File: src/rtl/ddr3_mrs_seq.sv
module ddr3_mrs_seq #(
  parameter int CLK_MHZ     = 250,
  parameter int GAP_NS      = 1000,
  parameter int ADDR_W      = 13,
  parameter int BANK_LSB    = 17,
  parameter int ADDR_LSB    = 4,
  parameter int RANK_LSB    = 20,
  parameter int DLL_RST_BIT = 8
) (
  input  logic              clk,
  input  logic              rst_n,
  input  logic              start,
  input  logic              pu_done,
  input  logic [ADDR_W-1:0] mr0,
  input  logic [ADDR_W-1:0] mr1,
  input  logic [ADDR_W-1:0] mr2,
  input  logic [ADDR_W-1:0] mr3,
  input  logic              cmd_pending,
  output logic              pu_req,
  output logic [31:0]       cmd_word,
  output logic              cmd_wr,
  output logic              done
);
  localparam int GAP_RAW = (CLK_MHZ * GAP_NS + 999) / 1000;
  localparam int GAP_CYC = (GAP_RAW < 1) ? 1 : GAP_RAW;
  localparam int CNT_W   = $clog2(GAP_CYC + 1);
  localparam logic [2:0] LAST = 3'd6;

  typedef enum logic [2:0] {
    S_IDLE, S_REQ, S_PWAIT, S_ISSUE, S_HOLD, S_GAP, S_DONE
  } st_t;

  st_t             st;
  logic [2:0]      step;
  logic [CNT_W-1:0] cnt;
  logic [3:0]      code;
  logic [2:0]      bank;
  logic [ADDR_W-1:0] addr;

  always_comb begin
    code = 4'd0;
    bank = 3'd0;
    addr = '0;
    case (step)
      3'd1: code = 4'd1;
      3'd2: begin code = 4'd3; bank = 3'd2; addr = mr2; end
      3'd3: begin code = 4'd3; bank = 3'd3; addr = mr3; end
      3'd4: begin code = 4'd3; bank = 3'd1; addr = mr1; end
      3'd5: begin
        code = 4'd3;
        bank = 3'd0;
        addr = mr0 | ADDR_W'(1 << DLL_RST_BIT);
      end
      3'd6: code = 4'd5;
      default: ;
    endcase
  end

  wire active = (st == S_ISSUE) || (st == S_HOLD);

  assign cmd_word = active ? (32'h8000_0000 | (32'd3 << RANK_LSB) |
                              (32'(bank) << BANK_LSB) |
                              (32'(addr) << ADDR_LSB) | 32'(code))
                           : 32'd0;
  assign cmd_wr = (st == S_ISSUE);
  assign pu_req = (st == S_REQ);
  assign done   = (st == S_DONE);

  always_ff @(posedge clk) begin
    if (!rst_n) begin
      st   <= S_IDLE;
      step <= 3'd0;
      cnt  <= '0;
    end else begin
      case (st)
        S_IDLE, S_DONE: if (start) st <= S_REQ;
        S_REQ: st <= S_PWAIT;
        S_PWAIT:
          if (pu_done) begin
            step <= 3'd0;
            st   <= S_ISSUE;
          end
        S_ISSUE: st <= S_HOLD;
        S_HOLD:
          if (!cmd_pending) begin
            if (step == 3'd0) begin
              cnt <= '0;
              st  <= S_GAP;
            end else if (step == LAST) begin
              st <= S_DONE;
            end else begin
              step <= step + 3'd1;
              st   <= S_ISSUE;
            end
          end
        S_GAP:
          if (cnt == CNT_W'(GAP_CYC - 1)) begin
            step <= 3'd1;
            st   <= S_ISSUE;
          end else begin
            cnt <= cnt + 1'b1;
          end
        default: st <= S_IDLE;
      endcase
    end
  end
endmodule


File: config.mk
export PLATFORM = sky130hd
export DESIGN_NAME = ddr3_mrs_seq
export DESIGN_NICKNAME = d
export VERILOG_FILES = /design/src/rtl/ddr3_mrs_seq.sv
export SDC_FILE = /design/constraint.sdc
export NUM_CORES = 1
export LEC_CHECK = 0
export BUFFER_PORTS_ARGS = -buffer_cell sky130_fd_sc_hd__buf_2
export CORE_ASPECT_RATIO = 1.2
export CORE_MARGIN = 5
export CORE_UTILIZATION = 30
export CTS_CLUSTER_SIZE = 14
export DETAILED_ROUTE_END_ITERATION = 7
export SYNTH_ARGS = -nofsm -noshare
export SYNTH_HDL_FRONTEND = slang
export SYNTH_SLANG_ARGS = --single-unit
File: constraint.sdc
create_clock -name clk -period 4.35 [get_ports clk]
set_input_delay 0.87 -clock clk [delete_from_list [all_inputs] [get_ports clk]]
set_output_delay 0.87 -clock clk [all_outputs]
set_load 0.01 [all_outputs]
# [Word level (Yosys, flattened, before mapping)]
# Index checks and enable logic that the tools add are counted.
[word_totals] regBits=14 wordCells=59
[classes] addsub=2 muxes=21 reduce_logical=10 n_bitwise=2 eq_ne=21
[op_table] operator="$pmux 13 s4" n=1
[op_table] operator="$mux 3" n=11
[op_table] operator="$mux 32" n=1
[op_table] operator="$or 32x17->32" n=1
[op_table] operator="$or 32x4->32" n=1
[op_table] operator="$mux 8" n=3
[op_table] operator="$eq 3x3->1 const B" n=6
[op_table] operator="$pmux 3 s3" n=2
[op_table] operator="$pmux 3 s6" n=1
[op_table] operator="$pmux 8 s2" n=1
[op_table] operator="$ne 2x2->1 const B" n=7
[op_table] operator="$eq 3x2->1 const B" n=4
[op_table] operator="$add 8x1->8 const B" n=1
[op_table] operator="$eq 8x8->1 const B" n=1
[op_table] operator="$reduce_and 4->1" n=2
[op_table] operator="$eq 3x1->1 const B" n=2
[op_table] operator="$logic_not 3->1" n=2
[op_table] operator="$pmux 2 s3" n=1
[op_table] operator="$reduce_and 6->1" n=1
[op_table] operator="$reduce_or 4->1" n=1
[op_table] operator="$add 3x1->3 const B" n=1
[op_table] operator="$reduce_bool 3->1" n=1
[op_table] operator="$ne 2x1->1 const B" n=1
[op_table] operator="$reduce_bool 2->1" n=1
[op_table] operator="other kinds (2)" n=2

# [Depth between registers and ports, before layout]
# Gate-level depths: netlist of run 1.
[logic_depth] depth_word=5 depth_mapped=7 depth_no_buf=6

# [Worst setup path before layout of run 1]
# OpenSTA, ideal clock, no wires.
[synth_path] path_type="reg-to-output" start="register step[0]" end="output port cmd_word[10]" arrival_time_ns=1.430 stages_incl_launch_ff=8 n_path_buf=1 setup_slack_ns=2.050 required_time_ns=3.480 cell_sequence="dfxtp_1 -> inv_1 -> ha_1 -> nor2b_1 -> nor2_1 -> a21o_4 -> buf_6 -> a21oi_2"
[synth_between] elab_chain_len=5 word_cells_on_any_way=8 classes_between="eq/ne: 4; mux: 2; bitwise: 2"
[synth_lines] item="from (decl)" line="34" text="logic [2:0] step;"
[synth_lines] item="from (signal assigned)" line="92" text="step <= step + 3'd1;"
[synth_lines] item="$eq 3x3->1 or $eq 3x2->1 (tied branches)" line="44" text="case (step)"
[synth_lines] item="$pmux 13 s4 (*)" line="44"
[synth_lines] item="$or 32x17->32 (*)" line="62" text="(32'(bank) << BANK_LSB) |"
[synth_lines] item="$or 32x4->32 (*)" line="63" text="(32'(addr) << ADDR_LSB) | 32'(code))"
[synth_lines] item="$mux 32 (*)" line="61" text="assign cmd_word = active ? (32'h8000_0000 | (32'd3 << RANK_LSB) |"
[synth_lines] item="to (decl)" line="20" text="output logic [31:0] cmd_word,"
# Mark *: on every way between the ends. The rest lies on a longest branch, timed or not.

# [Worst setup path in the final report of run 1]
[layout_path] start="register step[0]" end="output port cmd_word[4]"
# Same word-level chain as after synthesis.

==> results.md, run 1 <==
- Status: finished, final reports clean
- Setup TNS: 0 ps
- Max Slew Vio Count: 0
- Post-Syn Area: 1546 um2
- Final setup viols: 0
- Data arrival, critical path: 2480 ps
- Overall routed net length: 4.580 mm
- Synth area leader: dfxtp_1
- Mean Syn Cell Area: 8.182 um2
- Final Hold Viols: 0
- Die height: 88.65 um
- Largest net degree at the start of global routing: 22
- Post-Synthesis Cells: 189
- #FFs+latches synth: 14
- Post-Place Cells: 312
- Register area share after synthesis: 0.1812
- Gr ovfl total: 0
- Post-synth top area share: 0.1812
- Vias/cell: 5.193
- Drt wl/cell: 14.49 um
- Post-synth EDFFs: 0
- DRC violations left: 0
- Worst-path clk slew: 60 ps
- Fraction of layout cells with a size suffix above 1: 0.4063
- Post-synth top flop: dfxtp_1
- # diodes: 0
- Antenna violations before repair: 0
- CTS buffer count: 3
- Critical Path Sink Type: output port
- Hold_buf cts: 0
- Fmax: 0.2989 GHz
- WP data required: 3480 ps
- Final min period: 3346 ps
- Pwr dens: 317.3 nW/um2
- Crit path launch type: flop
- I/O pin count: 92
- Area contributors post-synth: dfxtp_1 18%, a22oi_1 10%, buf_4 7.3%, ha_1 5.7%, a21oi_2 4.0%
- Clock sink count: 14
- Worst slew pin tran: 990.6 ps
- Clock H-tree levels: 1
- Synth unique cells: 53
- Nets@finish: 321
- Post-Layout Cell Count: 316
- Clock root buffer master: clkbuf_8
- Initial Utilization: 0.3109
- Core area: 4975 um2
- CTS resizes: 0
- Worst vdd ir: 0.1720 mV
- Hold Path Class: reg2reg
- Worst setup slack after layout: 1004 ps
- Clock buffer depth: 2
- Port buffer count: 79
- Detailed placement HPWL: 3.609 mm
- Util after Layout: 0.3861
- DIE WIDTH: 75.54 um
- Tcrit/Tclk final: 0.7691
- P&R area growth vs syn: 24.19%
- Clock skew: 6.094 ps
- First-pass GRT wire length: 6.506 mm
- Postcts setup bufs: 0
- Clk_lat worst skew: 250 ps
- Max cap viols: 0
- RSZ-0062 raised after global routing: no
- Synth async-reset ratio: 0
- FP Rows: 28
- Total chip power: 609.4 uW
- Critical-path maximum fanout: 14
- Placer congestion estimate: 0.7749
- Max-slew headroom: 0.3382
- Via count of the first global-routing pass: 1446
- Die Area: 6697 um2
- Crit Path Category: reg2out
- Pleak: 0.8277 nW
- Yosys warns: 0
- Post-DRT Antenna Nets: 0
- DR vias: 1641
- DRT iter0 DRCs: 46
- Total track usage: 0.1227
- Pre-CTS WS: 1259 ps
- TritonCTS clock tree: built
- TritonRoute pass-1 iters: 4
layout by cell type (no fill, tap or decap), drive strengths merged, types with 4 or more instances in the layout:
cell type,count
a21boi,4
a21oi,16
a22oi,21
and2,5
buf,79
clkbuf,4
conb,11
dfxtp,14
ha,7
inv,8
nand2,11
nand2b,4
nand3,4
nor2,11
o21ai,8
final timing paths:
kind / from / end / slack [ps] / cells after the start
worst max-delay path: step[0]$_SDFFE_PN0P_ / cmd_word[4] / 1000 / 7
worst min-delay path: step[1]$_SDFFE_PN0P_ / step[1]$_SDFFE_PN0P_ / 500 / 2
worst max register to register: step[0]$_SDFFE_PN0P_ / cnt[7]$_SDFFE_PN0P_ / 2480 / 6
worst min register to register: step[1]$_SDFFE_PN0P_ / step[1]$_SDFFE_PN0P_ / 500 / 2
synthesized netlist by cell type, drive strengths merged (3+ instances only):
cell and instances:
a31oi 3, nand4 3, ha 7, a22oi 21
inv 8, nor3 3, mux2i 3, nand3 4
and2 5, nand2b 4, nor3b 3, clkbuf 3
nand3b 3, a21boi 4, o21ai 8, nand2 11
dfxtp 14, nor2 11, a21oi 16, buf 23
flip-flops by register name, summed over array words and instances, names as in the netlist:
name	flops
step	3
st	3
cnt	8
per-layer routing:
metal / track usage / vias to the layer above / wire (um)
met5: 0 / - / 0
met1: 0.1334 / 732 / 1792
met4: 0.01908 / 0 / 17
met3: 0.02955 / 2 / 556
met2: 0.2380 / 84 / 2213
li1: - / 823 / -
area by class of cell:
class                   count  area, um2
flip-flops and latches     14      280.3
inverters                   8      30.03
fillers                   509       3054
clock buffers               4      55.05
repair buffers             79      395.4
well taps                  60      75.07
multi-input cells         151       1085
power breakdown:
group          leakage (nW)  switching (mW)  internal, mW
Sequential            0.113          0.0554         0.145
Combinational         0.686           0.150         0.129
Clock                0.0288          0.0494        0.0802
Total                 0.828           0.255         0.354
critical path: stages (launching register included):
cell	delay, ps
dfxtp_1	360
inv_1	100
ha_1	190
nor2b_1	800
nor2_1	150
a21o_4	320
a21oi_1	140
buf_2	150
metrics by stage:
stage	area, um2	hold WS (ps)
2_1_floorplan	1584	467.7
5_1_grt	1921	546.9
3_3_place_gp	1866	487.9
3_5_place_dp	1866	494.0
6_report	1921	501.8
4_1_cts	1921	503.1
cells by family after synthesis:
logic type                 share of synthesized area
other                                       0.002425
muxes                                        0.02670
and+or+nand+nor                               0.2290
DFF                                           0.1812
AOI/OAI and AO/OA                             0.3625
buffers and inverters                         0.1416
adders and majority gates                    0.05663
(Power assumes the default switching activity.)
==> run 2: changes to the inputs <==
==> constraint.sdc (replaced) <==
create_clock -name clk -period 3 [get_ports clk]
set_input_delay 0.6 -clock clk [delete_from_list [all_inputs] [get_ports clk]]
set_output_delay 0.6 -clock clk [all_outputs]
set_load 0.01 [all_outputs]
==> results.md, run 2 (synthesis gave the netlist of run 1 again) <==
- TritonRoute pass-1 iters: 4 (unchanged)
- Pleak: 0.8331 nW (+0.65%)
- Max-slew headroom: 0.5841 (+0.2459)
- Fraction of layout cells with a size suffix above 1: 0.4125 (+0.006201)
- Overall routed net length: 4.604 mm (+0.52%)
- Commonest non-fill, non-tap cell in the layout: buf_2
- R2R setup slack: 1150 ps (-1330 ps)
- Worst r2r src: step[0]$_SDFFE_PN0P_
- Filler instances: 508 (-0.20%)
- TritonCTS clock tree: built
- DR vias: 1654 (+0.79%)
- Reg-to-Reg End: cnt[7]$_SDFFE_PN0P_
- Die height: 88.65 um (unchanged)
- WP data required: 2400 ps (-1080 ps)
- Worst slew pin tran: 623.0 ps (-367.7 ps)
- Worst setup slack after layout: 220.3 ps (-784.2 ps)
- Critical path origin: step[0]$_SDFFE_PN0P_
- Detailed placement HPWL: 3.638 mm (+0.81%)
- Via count of the first global-routing pass: 1494 (+3.3%)
- Critical Path Max Stage Delay: 530 ps (-270 ps)
- I/O pin count: 92 (unchanged)
- Hold Path Class: reg2reg
- Pwr dens: 456.8 nW/um2 (+44%)
- Nets@finish: 322 (+0.31%)
- Worst vdd ir: 0.3855 mV (+120%)
- Status: finished, final reports clean
- P&R area growth vs syn: 24.84%
- FP Rows: 28 (unchanged)
- Port buffer count: 79 (unchanged)
- Max cap viols: 0 (unchanged)
- Vias/cell: 5.218 (+0.47%)
- DIE WIDTH: 75.54 um (unchanged)
- Pre-CTS WS: 153.8 ps (-1106 ps)
- # diodes: 0 (unchanged)
- Biggest register: cnt
- Critical path, cell by cell: inv_1 -> ha_1 -> nor2b_2 -> nor2_1 -> a21o_4 -> a21oi_1 -> buf_2
- Worst-path clk slew: 60 ps (about the same)
- Tcrit/Tclk final: 0.9266
- Clock root buffer master: clkbuf_8
- Path depth of the worst reg2reg path: 6 (unchanged)
- Largest net degree at the start of global routing: 22 (unchanged)
- Max reg flops: 8 (unchanged)
- Post-DRT Antenna Nets: 0 (unchanged)
- Max Slew Vio Count: 0 (unchanged)
- Final setup viols: 0 (unchanged)
- Total chip power: 881.9 uW (+45%)
- Largest registers: cnt: 8 flops, st: 3 flops, step: 3 flops
- Final min period: 2780 ps
- Setup TNS: 0 ps (unchanged)
- Antenna violations before repair: 0 (unchanged)
- Multi-input gate area: 1087 um2 (+0.23%)
- Die Area: 6697 um2 (unchanged)
- Critical-path maximum fanout: 14 (unchanged)
- Critical Path Sink Type: output port
- Placer congestion estimate: 0.7703 (-0.59%)
- Data arrival, critical path: 2180 ps (-300 ps)
- Clock H-tree levels: 1 (unchanged)
- Crit Path Category: reg2out
- Clock skew: 6.169 ps (+0.07444 ps)
- Clock buffer depth: 2 (unchanged)
- Clk_lat worst skew: 250 ps (about the same)
- Worst setup endpoint: cmd_word[4]
- Most frequent cells in the layout: 79 x buf_2, 21 x a22oi_1, 14 x dfxtp_1
- Total track usage: 0.1290 (+0.006334)
- First-pass GRT wire length: 6.817 mm (+4.8%)
- Core area: 4975 um2 (unchanged)
- Storage element area: 280.3 um2 (unchanged)
- DRT iter0 DRCs: 61 (+33%)
- Final Hold Viols: 0 (unchanged)
- DRC violations left: 0 (unchanged)
- CTS buffer count: 3 (unchanged)
- RSZ-0062 raised after global routing: no
- Clock sink count: 14 (unchanged)
- Slowest cell on crit path: nor2b_2
- Crit path launch type: flop
- Gr ovfl total: 0 (unchanged)
- Drt wl/cell: 14.52 um (+0.21%)
- Initial Utilization: 0.3109 (unchanged)
- Fmax: 0.3597 GHz
-- run 2: cell count changes in the layout (fill, tap and decap cells not counted), sizes merged --
cell,change
buf,+1
-- run 2: repair_timing --
item	4_1_cts	5_1_grt
endpoints found under the setup margin	14	0
hold buffers	0	0
gates resized for setup	1	0
setup buffers	0	0
-- run 2: worst max-delay path, delay by kind of cell (launching register included) --
family / cells / cell delay, ps
fa+ha+maj: 1 / 200
compound gates: 2 / 450
flops: 1 / 360
buf+inv: 2 / 250
simple gates: 2 / 670
-- run 2: where the power goes --
part / total, mW / internal [mW] / switching (mW)
sequential: 0.294 / 0.210 / 0.0841
clock: 0.188 / 0.116 / 0.0715
combinational: 0.400 / 0.187 / 0.213
total: 0.882 / 0.514 / 0.368
-- run 2: how the worst min path moves through the flow --
| stage | from | end | cells after the start |
|---|---|---|---|
| global route | step[1]$_SDFFE_PN0P_ | step[1]$_SDFFE_PN0P_ | 2 |
| detailed placement | step[1]$_SDFFE_PN0P_ | step[1]$_SDFFE_PN0P_ | 2 |
| global placement | step[1]$_SDFFE_PN0P_ | step[1]$_SDFFE_PN0P_ | 2 |
| CTS | step[1]$_SDFFE_PN0P_ | step[1]$_SDFFE_PN0P_ | 2 |
| floorplan | step[1]$_SDFFE_PN0P_ | step[1]$_SDFFE_PN0P_ | 2 |
| finish | step[1]$_SDFFE_PN0P_ | step[1]$_SDFFE_PN0P_ | 2 |
-- run 2: through the flow --
step | instances | utilization | hold slack, ps | cell area, um2
after floorplan | 199 | - | 467.7 | 1584
after global placement | 313 | 0.3765 | 487.8 | 1873
after detailed placement | 313 | 0.3765 | 496.8 | 1873
after CTS | 317 | 0.3881 | 509.6 | 1931
after global routing | 317 | 0.3881 | 535.2 | 1931
final | 317 | 0.3881 | 506.7 | 1931
-- run 2: final cells by class --
| class | instances | area share |
|---|---|---|
| flip-flops and latches | 14 | 0.1452 |
| multi-input cells | 151 | 0.5632 |
| repair buffers | 80 | 0.2087 |
| clock buffers | 4 | 0.02852 |
| inverters | 8 | 0.01555 |
| well taps | 60 | 0.03889 |
-- run 2: per-layer routing --
| metal | up-vias | share of wire | global-route usage | routed length [um] |
|---|---|---|---|---|
| met5 | - | 0 | 0 | 0 |
| met4 | 0 | 0.0076 | 0.01908 | 35 |
| li1 | 821 | - | - | - |
| met1 | 748 | 0.37 | 0.1414 | 1686 |
| met3 | 4 | 0.14 | 0.03636 | 641 |
| met2 | 81 | 0.49 | 0.2459 | 2241 |
